### src/rtl/irq_chain.sv
module irq_chain #(
  parameter int N = 3,
  parameter int VW = 8,
  parameter logic [VW-1:0] VEC_BASE = 8'h20,
  parameter logic [VW-1:0] VEC_STEP = 8'h08
) (
  input  logic          clk,
  input  logic          rst_n,
  input  logic [N-1:0]  dev_req,
  input  logic          inta,
  output logic          int_n,
  output logic [N-1:0]  grant,
  output logic [N-1:0]  prio_out,
  output logic [VW-1:0] data_bus
);

  logic [N-1:0] pend;
  logic [N-1:0] tok_in;
  logic [VW-1:0] vec_sel [N];

  assign int_n = ~|pend;

  for (genvar i = 0; i < N; i++) begin : g_cell
    localparam logic [VW-1:0] VEC = VW'(VEC_BASE + VW'(i) * VEC_STEP);

    if (i == 0) begin : g_head
      assign tok_in[i] = inta;
    end else begin : g_link
      assign tok_in[i] = prio_out[i-1];
    end

    assign prio_out[i] = tok_in[i] & ~pend[i];
    assign grant[i]    = tok_in[i] & pend[i];
    assign vec_sel[i]  = grant[i] ? VEC : '0;

    always_ff @(posedge clk or negedge rst_n) begin
      if (!rst_n) pend[i] <= 1'b0;
      else        pend[i] <= (pend[i] & ~grant[i]) | dev_req[i];
    end
  end

  always_comb begin
    data_bus = '0;
    for (int k = 0; k < N; k++) data_bus = data_bus | vec_sel[k];
  end

endmodule

### config.mk
export PLATFORM = sky130hd
export DESIGN_NAME = irq_chain
export DESIGN_NICKNAME = d
export VERILOG_FILES = /design/src/rtl/irq_chain.sv
export SDC_FILE = /design/constraint.sdc
export NUM_CORES = 1
export LEC_CHECK = 0
export ABC_AREA = 0
export BUFFER_PORTS_ARGS = -buffer_cell sky130_fd_sc_hd__buf_2
export CORE_AREA = 2 2 39 41
export CTS_CLUSTER_DIAMETER = 30
export DETAILED_ROUTE_END_ITERATION = 8
export DIE_AREA = 0 0 41 43
export HOLD_SLACK_MARGIN = 0.06
export RECOVER_POWER = 50
export SLEW_MARGIN = 20
export SYNTH_ARGS = -nofsm -noshare
export SYNTH_HDL_FRONTEND = slang
export SYNTH_SLANG_ARGS = --single-unit
### constraint.sdc
create_clock -name clk -period 1.35 [get_ports clk]
set_input_delay 0.27 -clock clk [delete_from_list [all_inputs] [get_ports clk]]
set_output_delay 0.27 -clock clk [all_outputs]
set_load 0.05 [all_outputs]
==> summary.md, run 1 <==
| Metric | Value |
|---|---|
| Status | complete, but fails checks |
| Failing checks | setup timing |
| Sequential share of power | 26.1% |
| Clk slew on worst S/H paths | 0.04 ns |
| Type of origin of the critical path | flop |
| Sw Pwr | 0.000147 W |
| Crit path to | data_bus[4] |
| TritonCTS buffer count | 3 |
| Cell Rows | 14 |
| Initial antenna violation count | 0 |
| Core Area | 1380 sq um |
| Max-slew violation count | 0 |
| CP Class | reg -> out |
| Biggest area consumer among synthesized cells | dfrtp_1 |
| Ys Warns | 0 |
| Final GP Congestion | 0.665 |
| Max-cap violations | 0 |
| Register bank with the most flops | pend |
| Io pins | 21 |
| Crit path from | pend[0] |
| Combinational fraction of design power | 33.6% |
| Period utilisation layout | 107% |
| Register area share after synthesis | 33.7% |
| Final Hold Viols | 0 |
| Initial Util | 16.1% |
| Cell Area, Synth | 223 sq um |
| Initial DRC count | 1 |
| Port Buffer Count | 15 |
| Setup Skew | 0.00577 ns |
| Remaining DRCs | 0 |
| CP max FO | 6 |
| Number of fill cells | 150 |
| CTS tree | done |
| Pin count of the biggest net entering global routing | 8 |
| Global-route wire length before repair | 745 um |
| Reg2reg end | pend[1] |
| Mean post-synth cell area | 8.57 sq um |
| R2R setup slack | 0.35 ns |
| Clk root buf | clkbuf_4 |
| WL/cell | 7.32 um |
| Switching Share | 37.1% |
| Die width | 41 um |
| Vias | 218 |
| DRT Pass-1 Iters | 2 |
| DP Area | 318 sq um |
| H-tree levels | 1 |
| Bufs on Longest Clock Path | 2 |
| Synthesis-stage register bit count | 3 |
| Fmax achieved | 689 MHz |
| Post-layout util | 31.5% |
| Worst r2r src | pend[0] |
| Main area contributors after synthesis | dfrtp_1 (34%), buf_4 (24%), nand2b_4 (6.2%) |
| Pwr Density | 912 nW/um^2 |
| Pint | 0.000250 W |
| RSZ-0062 raised after global routing | true |
| Overall routing resource usage | 6.85% |
| Hold Crit Class | in -> reg |
| Placement Setup Slack | 0.0769 ns |
| Final worst slack | -0.101 ns |
| Gr ovfl total | 0 |
| CP Capture Type | primary output |
| Clk Latency, worst-skew pair | 0.24 ns |
| Post-synthesis cell type count | 13 |
| Die ar. | 1760 sq um |
| Mapped Cells | 26 |
| Clk sink count | 3 |
| Drt via density | 3.52 |
| Peak VDD IR | 0.369 mV |
| P_leak | 0.220 nW |
| WP data arrival | 1.18 ns |
| Synth top area share | 33.7% |
| # setup viols final | 8 |
| Detailed Route WL | 454 um |
| CP required | 1.08 ns |
| Detail Route Antenna Nets | 0 |
| Area grow syn2layout | 95.5% |
| Diode count | 0 |
| Power share of the clock group | 40.3% |
| Layout cell share with drive strength beyond 1 | 63.0% |
| Biggest regs | pend (3) |
| Finished Cell Area | 435 sq um |
| Final net count | 53 |
| Max reg flops | 3 |
| Vias in the first global route | 181 |
| Die H | 43 um |
| Period minus WS final | 1.45 ns |
| R2R cell count | 3 |
-- through the flow --
step | cells | hold WS (ns) | TNS [ns] | total power [W]
global placement | 55 | 0.0676 | 0 | 0.000216
detailed placement | 55 | 0.0727 | 0 | 0.000217
CTS | 61 | 0.204 | -0.474 | 0.000401
floorplan | 30 | -0.0256 | -1.13 | 0.000206
global route | 62 | 0.201 | -0.951 | 0.000429
finish | 62 | 0.211 | -0.441 | 0.000397
-- area by class of cell --
type / instances / area [sq um] / share of cell area, %
inverter: 3 / 11.3 / 2.59
tap: 16 / 20.0 / 4.60
sequential: 3 / 77.6 / 17.8
clock buffer: 4 / 26.3 / 6.03
timing repair buffer: 19 / 169 / 38.8
multi-input combinational: 17 / 131 / 30.2
-- per-layer routing --
metal	GRT usage, %	wire (um)	up-vias
met4	6.00	0	0
met2	8.13	237	10
li1	-	-	110
met5	0	0	-
met1	7.79	177	98
met3	4.71	39	0
-- kinds of logic (layout without fill, tap and decap cells) --
group,Yosys count,count (layout),share of synthesized area [%]
flip-flops,3,3,33.7
AO/OA/AOI/OAI,3,3,11.2
other,1,5,1.68
buffers and inverters,10,26,28.7
AND/OR/NAND/NOR,9,9,24.7
-- power by group through the flow --
stage / sequential [W] / combinational [W] / clock (W)
6_report: 0.000103 / 0.000134 / 0.000160
4_1_cts: 0.000103 / 0.000129 / 0.000169
2_1_floorplan: 0.000105 / 0.000102 / 0
3_5_place_dp: 0.000104 / 0.000113 / 0
3_3_place_gp: 0.000104 / 0.000112 / 0
5_1_grt: 0.000105 / 0.000142 / 0.000182
-- Yosys cell counts --
master and instances:
conb_1 1, o22a_1 1, nor2_1 3, nor3b_1 1, and2_1 1, nor3_1 2
nand2b_4 1, a21o_2 1, or2_1 1, a21o_1 1, buf_4 7, dfrtp_1 3
inv_1 3
-- worst max-delay path: stages (launching register included) --
cell	delay [ns]
dfrtp_1	0.36
nand2b_4	0.18
nor3b_4	0.21
buf_6	0.19
-- timing repair --
action,CTS,global route
gates resized for setup,18,5
setup buffers,1,1
setup endpoints to repair,10,10
hold buffers,1,0
hold endpoints to repair,3,0
pin swaps,1,1
-- cells in the final DEF (no fill, tap or decap), types with 2 or more instances in the layout --
cell and n:
buf_2 4, buf_4 3, buf_6 10, clkbuf_1 2
clkbuf_4 3, conb_1 5, dfrtp_2 2, inv_1 3
nor2_2 2
-- worst min-delay path by stage --
stage | startpoint | endpoint | slack [ns] | cells after the start
2_1_floorplan | rst_n | pend[0] | -0.03 | 0
3_3_place_gp | rst_n | pend[0] | 0.07 | 1
3_5_place_dp | rst_n | pend[1] | 0.07 | 1
4_1_cts | dev_req[0] | pend[0] | 0.20 | 2
5_1_grt | dev_req[1] | pend[1] | 0.20 | 2
6_report | dev_req[0] | pend[0] | 0.21 | 2
Power figures use the tool's default switching activity.
==> inputs of run 2 (changes only) <==
--- a/config.mk
+++ b/config.mk
@@ -6,13 +6,13 @@
 export NUM_CORES = 1
 export LEC_CHECK = 0
 export ABC_AREA = 0
-export BUFFER_PORTS_ARGS = -buffer_cell sky130_fd_sc_hd__buf_2
 export CORE_AREA = 2 2 39 41
 export CTS_CLUSTER_DIAMETER = 30
 export DETAILED_ROUTE_END_ITERATION = 8
 export DIE_AREA = 0 0 41 43
+export DONT_BUFFER_PORTS = 1
 export HOLD_SLACK_MARGIN = 0.06
-export RECOVER_POWER = 50
+export MAX_ROUTING_LAYER = met4
 export SLEW_MARGIN = 20
 export SYNTH_ARGS = -nofsm -noshare
 export SYNTH_HDL_FRONTEND = slang
==> run 2 against run 1 <==
  * The flow still finishes with violations (setup timing)
  * Core utilization increased by 0.090 points
  * Routed wire length grew 3.5%
  * Design area rose by 0.29%
  * Highest routed layer unchanged
==> summary.md, run 2 (synthesis gave the netlist of run 1 again) <==
| Metric | Value |
|---|---|
| Combinational fraction of design power | 35.1% |
| Pint | 0.000255 W |
| Largest stage delay, worst path | 0.37 ns |
| Register bank with the most flops | pend |
| Routing usage on met1 | 6.19% |
| Initial Util | 16.1% |
| Pin count of the biggest net entering global routing | 7 |
| Initial antenna violation count | 0 |
| Crit path to | prio_out[2] |
| Max reg flops | 3 |
| Overall routing resource usage | 6.82% |
| Max-cap violations | 0 |
| Reg2reg end | pend[1] |
| Gr ovfl total | 0 |
| CP max FO | 5 |
| Power share of the clock group | 38.9% |
| Number of fill cells | 148 |
| Vias in the first global route | 194 |
| Die H | 43 um |
| Met2 Track Usage GR | 8.75% |
| Period minus WS final | 1.47 ns |
| Die width | 41 um |
| Cell Rows | 14 |
| Clk sink count | 3 |
| Final GP Congestion | 0.664 |
| Remaining DRCs | 0 |
| Register Area | 76.3 sq um |
| Initial DRC count | 0 |
| Diode count | 0 |
| Max-slew violation count | 0 |
| Port Buffer Count | 0 |
| Area grow syn2layout | 96.1% |
| Detail Route Antenna Nets | 0 |
| Worst path cell trace | nand2b_4, buf_12, nor3_2, buf_6 |
| Biggest regs | pend (3) |
| Final net count | 47 |
| Setup Skew | 0.000770 ns |
| Global-route wire length before repair | 731 um |
| Hold Crit Class | in -> reg |
| Pwr Density | 907 nW/um^2 |
| Commonest cells after routing, fill and taps aside | conb_1 (5), buf_6 (5), buf_12 (4) |
| Fmax achieved | 680 MHz |
| H-tree levels | 1 |
| WL/cell | 8.39 um |
| CP Class | reg -> out |
| Bufs on Longest Clock Path | 2 |
| CP required | 1.08 ns |
| Clk Latency, worst-skew pair | 0.23 ns |
| Final worst slack | -0.120 ns |
| Sequential share of power | 25.9% |
| Area of the multi-input gates | 134 sq um |
| R2R cell count | 4 |
| Layout cell share with drive strength beyond 1 | 57.5% |
| WP data arrival | 1.20 ns |
| Crit path from | pend[0] |
| P_leak | 0.207 nW |
| Met3 usage | 3.14% |
| R2R setup slack | 0.25 ns |
| Sw Pwr | 0.000142 W |
| Die ar. | 1760 sq um |
| Post-layout util | 31.6% |
| Final Hold Viols | 0 |
| Vias | 200 |
| Status | complete, but fails checks |
| TritonCTS buffer count | 3 |
| Clk root buf | clkbuf_4 |
| Peak VDD IR | 0.311 mV |
| CTS tree | done |
| RSZ-0062 raised after global routing | true |
| Core Area | 1380 sq um |
| Failing checks | setup timing |
| Type of origin of the critical path | flop |
| Io pins | 21 |
| Drt via density | 3.57 |
| Detailed Route WL | 470 um |
| Gr busiest metal | met2 |
| # setup viols final | 9 |
| DRT Pass-1 Iters | 1 |
| Final Total Pwr | 0.000396 W |
| Period utilisation layout | 109% |
| Crit-path slowest cell | dfrtp_1 |
| Switching Share | 35.7% |
| CP Capture Type | primary output |
| Clk slew on worst S/H paths | 0.04 ns |
| Worst r2r src | pend[0] |
## run 2: worst min-delay path by stage
stage / start / endpoint / cells after the start
after floorplan: rst_n / pend[0] / 0
after global placement: rst_n / pend[1] / 0
after detailed placement: rst_n / pend[0] / 0
after CTS: dev_req[1] / pend[1] / 1
after global routing: dev_req[1] / pend[1] / 1
final: dev_req[1] / pend[1] / 1
## run 2: per-layer routing
metal  vias up  routed length, um
li1         98                  -
met1        94                158
met2         8                282
met3         0                 29
met4         0                  0
met5         -                  0
## run 2: cell type report
cell class | instances | share of cell area, %
inverter | 3 | 2.58
multi-input combinational | 17 | 30.7
sequential | 3 | 17.5
clock buffer | 4 | 6.02
timing repair buffer | 13 | 38.7
tap | 16 | 4.58
## run 2: worst max-delay path: cells and delay by family, from the launching register on
kind | cells | cell delay, ns
buffers and inverters | 2 | 0.31
and+or+nand+nor | 2 | 0.29
DFF | 1 | 0.37
## run 2: through the flow
step	setup TNS, ns	setup slack (ns)	cells	instance area (sq um)	hold WS (ns)
detailed placement	0	0.112	48	340	-0.0255
CTS	-0.497	-0.133	55	408	0.125
finish	-0.744	-0.120	56	437	0.137
floorplan	-1.13	-0.279	30	272	-0.0256
global route	-1.16	-0.167	56	437	0.126
global placement	0	0.127	48	340	-0.0255
## run 2: power by group through the flow
| stage | sequential, W | clock (W) | combinational, W |
|---|---|---|---|
| global placement | 0.000104 | 0 | 0.000117 |
| floorplan | 0.000105 | 0 | 0.000102 |
| finish | 0.000103 | 0.000154 | 0.000139 |
| global route | 0.000103 | 0.000170 | 0.000147 |
| CTS | 0.000103 | 0.000164 | 0.000129 |
| detailed placement | 0.000104 | 0 | 0.000118 |
## run 2: what timing repair did
| action | CTS | global route |
|---|---|---|
| hold buffers | 1 | 0 |
| hold endpoints to repair | 3 | 0 |
| setup endpoints to repair | 8 | 9 |
| gates resized for setup | 5 | 3 |
| pin swaps | 1 | 2 |
| buffers inserted | 2 | 1 |
==> inputs of run 3 (changes only) <==
--- a/config.mk
+++ b/config.mk
@@ -6,11 +6,11 @@
 export NUM_CORES = 1
 export LEC_CHECK = 0
 export ABC_AREA = 0
+export BUFFER_PORTS_ARGS = -buffer_cell sky130_fd_sc_hd__buf_2
 export CORE_AREA = 2 2 39 41
 export CTS_CLUSTER_DIAMETER = 30
 export DETAILED_ROUTE_END_ITERATION = 8
 export DIE_AREA = 0 0 41 43
-export DONT_BUFFER_PORTS = 1
 export HOLD_SLACK_MARGIN = 0.06
 export MAX_ROUTING_LAYER = met4
 export SLEW_MARGIN = 20
==> run 3 against run 2 <==
  * The run still ends with setup timing left
  * Combinational power fell by 4%
  * Design area unchanged
  * Critical endpoint is now data_bus[4]
  * Flip-flop and latch count unchanged
  * Die area unchanged
  * Critical path type unchanged
  * Critical path depth decreased by 1
  * Via count up 9.0%
  * Sequential share of layout area up 0.29 points
  * Clock-buffer cell count did not move
  * Clock power increased by 4%
==> summary.md, run 3 (synthesis gave the netlist of run 1 again) <==
| Metric | Value |
|---|---|
| Status | complete, but fails checks |
| Failing checks | setup timing |
| Initial antenna violation count | 0 |
| CP bufs+invs | 1 |
| Fin cells | 62 |
| Cell Rows | 14 |
| WP data arrival | 1.18 ns |
| Hold Crit Class | in -> reg |
| Vias in the first global route | 180 |
| Worst hold start | dev_req[0] |
| Placed instance count | 55 |
| CTS tree | done |
| R2R cell count | 3 |
| Sequential share of power | 26.0% |
| Period minus WS final | 1.45 ns |
| Worst path cell trace | nand2b_4, nor3b_4, buf_6 |
| Most common cell after layout, fill and taps aside | buf_6 |
| Worst r2r src | pend[0] |
| Register bank with the most flops | pend |
| Pwr Density | 910 nW/um^2 |
| Vias | 218 |
| Setup Skew | 0.00577 ns |
| WL/cell | 7.32 um |
| Final GP Congestion | 0.671 |
| Final net count | 53 |
| Final Hold Viols | 0 |
| Final Total Pwr | 0.000397 W |
| Biggest regs | pend (3) |
| Crit-path slowest cell | dfrtp_1 |
| DRT Pass-1 Iters | 2 |
| Finished Cell Area | 437 sq um |
| Type of origin of the critical path | flop |
| Crit path from | pend[0] |
| H-tree levels | 1 |
| Clk slew on worst S/H paths | 0.04 ns |
| Hold Crit Depth | 2 |
| CP required | 1.08 ns |
| RSZ-0062 raised after global routing | true |
| Commonest cells after routing, fill and taps aside | buf_6 (10), conb_1 (5), buf_2 (5) |
| Clk Latency, worst-skew pair | 0.24 ns |
| Period utilisation layout | 107% |
| # setup viols final | 8 |
| Total Neg Setup Slack | -0.441 ns |
| Clk root buf | clkbuf_4 |
| Diode count | 0 |
| Remaining DRCs | 0 |
| TritonCTS buffer count | 3 |
| Sw Pwr | 0.000147 W |
| CP Depth | 3 |
| Hold endpoint | pend[0] |
| CP max FO | 6 |
| Core Area | 1380 sq um |
| Max-cap violations | 0 |
| Combinational fraction of design power | 33.7% |
| R2R setup slack | 0.35 ns |
| Reg2reg end | pend[1] |
| CP top delay family | simple AND/OR/NAND/NOR gates |
| Pint | 0.000250 W |
| Io pins | 21 |
| P_leak | 0.223 nW |
| CP Capture Type | primary output |
| Final worst slack | -0.101 ns |
| Max-slew violation count | 0 |
| Clk sink count | 3 |
| Layout cell share with drive strength beyond 1 | 65.2% |
| Port Buffer Count | 15 |
| Switching Share | 37.0% |
| Detailed Route WL | 454 um |
| Area grow syn2layout | 96.1% |
| Largest stage delay, worst path | 0.36 ns |
| CP Class | reg -> out |
| Bufs on Longest Clock Path | 2 |
| DP Area | 318 sq um |
| Pin count of the biggest net entering global routing | 8 |
| Initial Util | 16.1% |
| Detail Route Antenna Nets | 0 |
| Peak VDD IR | 0.369 mV |
| Overall routing resource usage | 7.02% |
| Initial DRC count | 1 |
| Die H | 43 um |
| Die ar. | 1760 sq um |
| Drt via density | 3.52 |
| Gr ovfl total | 0 |
| Fmax achieved | 689 MHz |
| Die width | 41 um |
| Post-layout util | 31.6% |
| Max reg flops | 3 |
| Global-route wire length before repair | 745 um |
| Power share of the clock group | 40.2% |
## run 3: cell count changes in the layout (fill, tap and decap cells not counted), sizes merged
cell / previous run / this run
buf: 12 / 18
## run 3: layout make-up
| class | instances | area (sq um) |
|---|---|---|
| fill | 149 | 947 |
| clock buffer | 4 | 26.3 |
| inverter | 3 | 11.3 |
| multi-input combinational | 17 | 131 |
| timing repair buffer | 19 | 170 |
| tap | 16 | 20.0 |
| sequential | 3 | 77.6 |
## run 3: how the worst max path moves through the flow
stage	end	slack, ns
after floorplan	grant[2]	-0.28
after global placement	data_bus[4]	0.09
after detailed placement	data_bus[4]	0.08
after CTS	data_bus[4]	-0.13
after global routing	data_bus[4]	-0.17
final	data_bus[4]	-0.10
## run 3: power by group through the flow
stage / combinational [W] / clock, W / sequential [W]
2_1_floorplan: 0.000102 / 0 / 0.000105
3_3_place_gp: 0.000112 / 0 / 0.000104
3_5_place_dp: 0.000113 / 0 / 0.000104
4_1_cts: 0.000129 / 0.000169 / 0.000103
5_1_grt: 0.000142 / 0.000182 / 0.000105
6_report: 0.000134 / 0.000160 / 0.000103
## run 3: per-layer routing
layer,GRT usage [%],wire [um]
met1,7.79,177
met4,6.00,0
met3,4.71,39
met5,-,0
met2,8.13,237
## run 3: stage by stage
| step | hold slack (ns) | setup WS [ns] |
|---|---|---|
| 4_1_cts | 0.204 | -0.126 |
| 3_5_place_dp | 0.0727 | 0.0769 |
| 3_3_place_gp | 0.0676 | 0.0908 |
| 2_1_floorplan | -0.0256 | -0.279 |
| 6_report | 0.211 | -0.101 |
| 5_1_grt | 0.201 | -0.168 |
## run 3: timing repair
action | CTS | global route
cloned | 0 | 0
setup buffers | 1 | 1
hold buffers | 1 | 0
gates resized for setup | 18 | 5
pin swaps | 1 | 1
endpoints found under the hold margin | 3 | 0
endpoints found under the setup margin | 10 | 10
